### config.mk
export PLATFORM = sky130hd
export DESIGN_NAME = clk_fault_pulser
export DESIGN_NICKNAME = d
export VERILOG_FILES = /design/src/rtl/clk_fault_pulser.sv
export SDC_FILE = /design/constraint.sdc
export NUM_CORES = 1
export LEC_CHECK = 0
export CAP_MARGIN = 40
export CORE_MARGIN = 4
export CORE_UTILIZATION = 52
export CTS_CLUSTER_DIAMETER = 200
export DETAILED_ROUTE_END_ITERATION = 7
export DONT_BUFFER_PORTS = 1
export HOLD_SLACK_MARGIN = 0.06
export PLACE_DENSITY = 0.67
export REMOVE_ABC_BUFFERS = 1
export SETUP_SLACK_MARGIN = 0.2
export SYNTH_ARGS = -nofsm -noshare
export SYNTH_HDL_FRONTEND = slang
export SYNTH_SLANG_ARGS = --single-unit
### constraint.sdc
create_clock -name clk -period 6.6 [get_ports clk]
set_input_delay 0.33 -clock clk [delete_from_list [all_inputs] [get_ports clk]]
set_output_delay 0.33 -clock clk [all_outputs]
set_load 0.05 [all_outputs]
### src/rtl/clk_fault_pulser.sv
module clk_fault_pulser #(
  parameter int OFS_W   = 32,
  parameter int REP_MAX = 8192,
  parameter int REP_W   = 14,
  parameter int CNT_W   = 32
) (
  input  logic             clk,
  input  logic             rst_n,
  input  logic             ph_start,
  input  logic             ph_end,
  input  logic             trig_in,
  input  logic             man_strobe,
  input  logic             cfg_src_manual,
  input  logic [1:0]       cfg_mode,
  input  logic [OFS_W-1:0] cfg_offset,
  input  logic [REP_W-1:0] cfg_repeat,
  output logic             clk_out,
  output logic             glitch_raw,
  output logic [CNT_W-1:0] pulse_count
);

  typedef enum logic [1:0] {S_IDLE, S_WAIT, S_GLITCH} state_t;

  state_t           state;
  logic             trig_q;
  logic             en_q;
  logic [OFS_W-1:0] dly;
  logic [REP_W-1:0] rep;

  wire              trig_edge = trig_in & ~trig_q;
  wire              fire      = cfg_src_manual ? man_strobe : trig_edge;
  wire [REP_W-1:0]  rep_req   = (cfg_repeat > REP_W'(REP_MAX)) ? REP_W'(REP_MAX) : cfg_repeat;
  wire              pulse     = ph_start & ~ph_end & en_q;

  always_ff @(posedge clk) begin
    if (!rst_n) begin
      state       <= S_IDLE;
      trig_q      <= 1'b1;
      en_q        <= 1'b0;
      dly         <= '0;
      rep         <= '0;
      pulse_count <= '0;
    end else begin
      trig_q      <= trig_in;
      pulse_count <= pulse_count + CNT_W'(en_q);
      case (state)
        S_IDLE:
          if (fire && rep_req != '0) begin
            rep <= rep_req;
            if (cfg_offset == '0) begin
              en_q  <= 1'b1;
              state <= S_GLITCH;
            end else begin
              dly   <= cfg_offset;
              state <= S_WAIT;
            end
          end
        S_WAIT:
          if (dly == OFS_W'(1)) begin
            en_q  <= 1'b1;
            state <= S_GLITCH;
          end else begin
            dly <= dly - OFS_W'(1);
          end
        S_GLITCH:
          if (rep == REP_W'(1)) begin
            en_q  <= 1'b0;
            state <= S_IDLE;
          end else begin
            rep <= rep - REP_W'(1);
          end
        default: state <= S_IDLE;
      endcase
    end
  end

  always_comb begin
    case (cfg_mode)
      2'd0:    clk_out = clk ^ pulse;
      2'd1:    clk_out = clk | pulse;
      2'd2:    clk_out = pulse;
      default: clk_out = en_q;
    endcase
  end

  assign glitch_raw = (cfg_mode == 2'd3) ? en_q : pulse;

  p_gate_r2: assert property (@(posedge clk) disable iff (!rst_n)
    (!en_q && cfg_mode != 2'd3) |-> !glitch_raw);

  p_rep_bound_r4: assert property (@(posedge clk) disable iff (!rst_n)
    rep <= REP_W'(REP_MAX));

  p_zero_rep_r5: assert property (@(posedge clk) disable iff (!rst_n)
    (state == S_IDLE && fire && rep_req == '0) |=> (state == S_IDLE && !en_q));

  p_auto_src_r6: assert property (@(posedge clk) disable iff (!rst_n)
    (state == S_IDLE && !cfg_src_manual && !trig_edge) |=> state == S_IDLE);

  p_no_restart_r8: assert property (@(posedge clk) disable iff (!rst_n)
    state == S_GLITCH |=> state != S_WAIT);

  p_count_mono_r9: assert property (@(posedge clk) disable iff (!rst_n)
    $past(rst_n) |-> pulse_count >= $past(pulse_count));

endmodule

==> flow_metrics.tcl <==
set metrics [dict create \
    placed_cells 698 \
    clkSlewWorstSetupHoldPaths_ps 90 \
    reg2reg_slack_ps 3230 \
    ys_seq_elements 82 \
    die_area_um2 10980 \
    rsz0062_at_grt "no" \
    arrival_ps 5030 \
    hold_viol 0 \
    ys_types 66 \
    layout_commonest_cell "dfxtp_1" \
    synth_edf_count 0 \
    htreeDepth 3 \
    rows 35 \
    diodes 0 \
    seq_area_frac_synth_pct 33.69 \
    syn_to_final_growth_pct 4.777 \
    dp_hpwl_um 8622 \
    power_density_nw_per_um2 446.2 \
    async_reset_ff_share_pct 0 \
    fin_cells 717 \
    viasPerCell 6.533 \
    multi_input_area_um2 2968 \
    yosys_warnings 0 \
    final_cell_mix "dfxtp_1 (82), nor2_1 (65), nand2_1 (59)" \
    clockRootBuffer "clkbuf_8" \
    port_buffers 0 \
    final_nets 666 \
    vias 4684 \
    worst_slack_ps 1239 \
    vdd_drop_max_mv 0.1750 \
    crit_type "clk2out" \
    drtIter0Drc 402 \
    grt_max_degree 56 \
    cp-start-kind "clock port" \
    antenna_found_initial 0 \
    hold_class "in2reg" \
    post_drt_wl_per_cell_um 17.66 \
    cp_data_required_time_ps 6270 \
    power_mw 2.278 \
    start_util_pct 52.98 \
    drtAntennaViolNets 0 \
    end_kind "primary output" \
    synth_area_leader_cell "dfxtp_1" \
    drive_gt1_share_pct 7.591 \
    ff_latch_area_um2 1642 \
    synth_area_leaders "dfxtp_1 (34%), nor2_1 (5.0%), nand2_1 (4.5%), o21ai_0 (4.0%), a21oi_1 (3.7%)" \
    wirelength_um 12660 \
    yosysTopAreaCellShare_pct 33.69 \
    maxCapViolCount 1 \
    status "finished, violations left" \
    core_um2 9196 \
    fin_tns_setup_ps 0 \
    drv_slew 1 \
    grt_pass1_vias 4288 \
    synth.avg_cell_area_um2 7.746 \
    design_area_um2 5105 \
    post-place-ws_ps 1661 \
    grt.total_usage_pct 22.87 \
    leakage_nw 1.750 \
    synth_ff_type "dfxtp_1" \
    tritoncts "done" \
    fillers 878 \
    fin_skew_ps 15.44 \
    setup_viol 0 \
    grt_pass1_wl_um 21080 \
    drc 0 \
    die_h_um 104.8 \
    relSlewSlack_pct -0.3951 \
    cts_buffers 9 \
    hold_buffers 2 \
    tightest_slew_ps 1490 \
    critPathMaxFanout 15 \
    synth_area_um2 4872 \
    post_cts_resized 0 \
    cts.path.max_buffers 2 \
    violations "max-capacitance violations, max-slew violations" \
    dr.pass1.iters 7 \
    place_area_um2 4873 \
    die_x_um 104.8 \
    synth_cells 629 \
    clock_latency_ps 350 \
    postCtsSetupBuffers 0 \
    gr-total-overflow 0 \
    io_pins 89 \
    place_congestion 0.8541 \
]
[registers in the layout (all words and copies together) (netlist names)]
register,count
rep,14
en_q,1
dly,32
trig_q,1
pulse_count,32
state,2
[worst max-delay path, cell delays in order]
cell	delay, ps
clkbuf_8	150
clkbuf_8	180
inv_1	60
ha_1	110
o21ai_0	80
o21ai_0	1140
[stage by stage]
stage / hold slack (ps) / utilization [%]
after floorplan: 403.0 / -
after global placement: 415.0 / 52.61
after detailed placement: 417.1 / 52.99
after CTS: 80.02 / 55.43
after global routing: 77.97 / 55.51
final: 102.0 / 55.51
[report_power, final]
group          internal, mW  switching (mW)  leakage [nW]  total, mW
clock                 0.180           0.216         0.123      0.396
sequential            0.607           0.137         0.669      0.745
combinational         0.432           0.705         0.958       1.14
total                  1.22            1.06          1.75       2.28
[Yosys cell counts (7+ instances only)]
cell type / count
a211oi_1: 10
a21oi_1: 36
a31o_2: 7
a31oi_1: 15
clkbuf_1: 40
dfxtp_1: 82
ha_1: 10
inv_1: 16
nand2_1: 59
nand3_1: 25
nand4_1: 16
nor2_1: 65
nor3_1: 13
nor4_1: 19
o21ai_0: 39
o22ai_1: 8
o31ai_1: 16
or3_1: 9
or4_1: 9
xnor2_1: 10
xor2_1: 17
[cell type report]
class	count	area share (%)
clock buffers	11	3.186
clock inverters	6	0.8824
inverters	17	1.250
multi-input cells	481	58.14
flip-flops and latches	82	32.16
well taps	111	2.721
repair buffers	9	1.667
[metal layers]
layer / up-vias / track usage [%] / share of wire (%)
li1: 2293 / - / -
met1: 2189 / 30.47 / 45
met2: 184 / 35.93 / 45
met3: 18 / 5.744 / 8.0
met4: 0 / 8.060 / 1.8
met5: - / 0 / 0
[logic make-up after synthesis]
family | after synthesis | share of synthesized area [%]
AND/OR/NAND/NOR | 255 | 26.78
XOR/XNOR | 27 | 4.853
multiplexers | 4 | 0.8731
AO/OA/AOI/OAI | 185 | 25.71
buffers and inverters | 66 | 5.521
adder cells (fa/ha/maj) | 10 | 2.568
flip-flops | 82 | 33.69
[path summary, 6_finish.rpt]
path | startpoint | end | cells past startpoint
setup / recovery | clk | clk_out | 6
hold / removal | rst_n | pulse_count[1] | 1
setup reg to reg | dly[14] | dly[4] | 7
hold reg to reg | rep[8] | rep[8] | 2
Power figures use the tool's default switching activity.
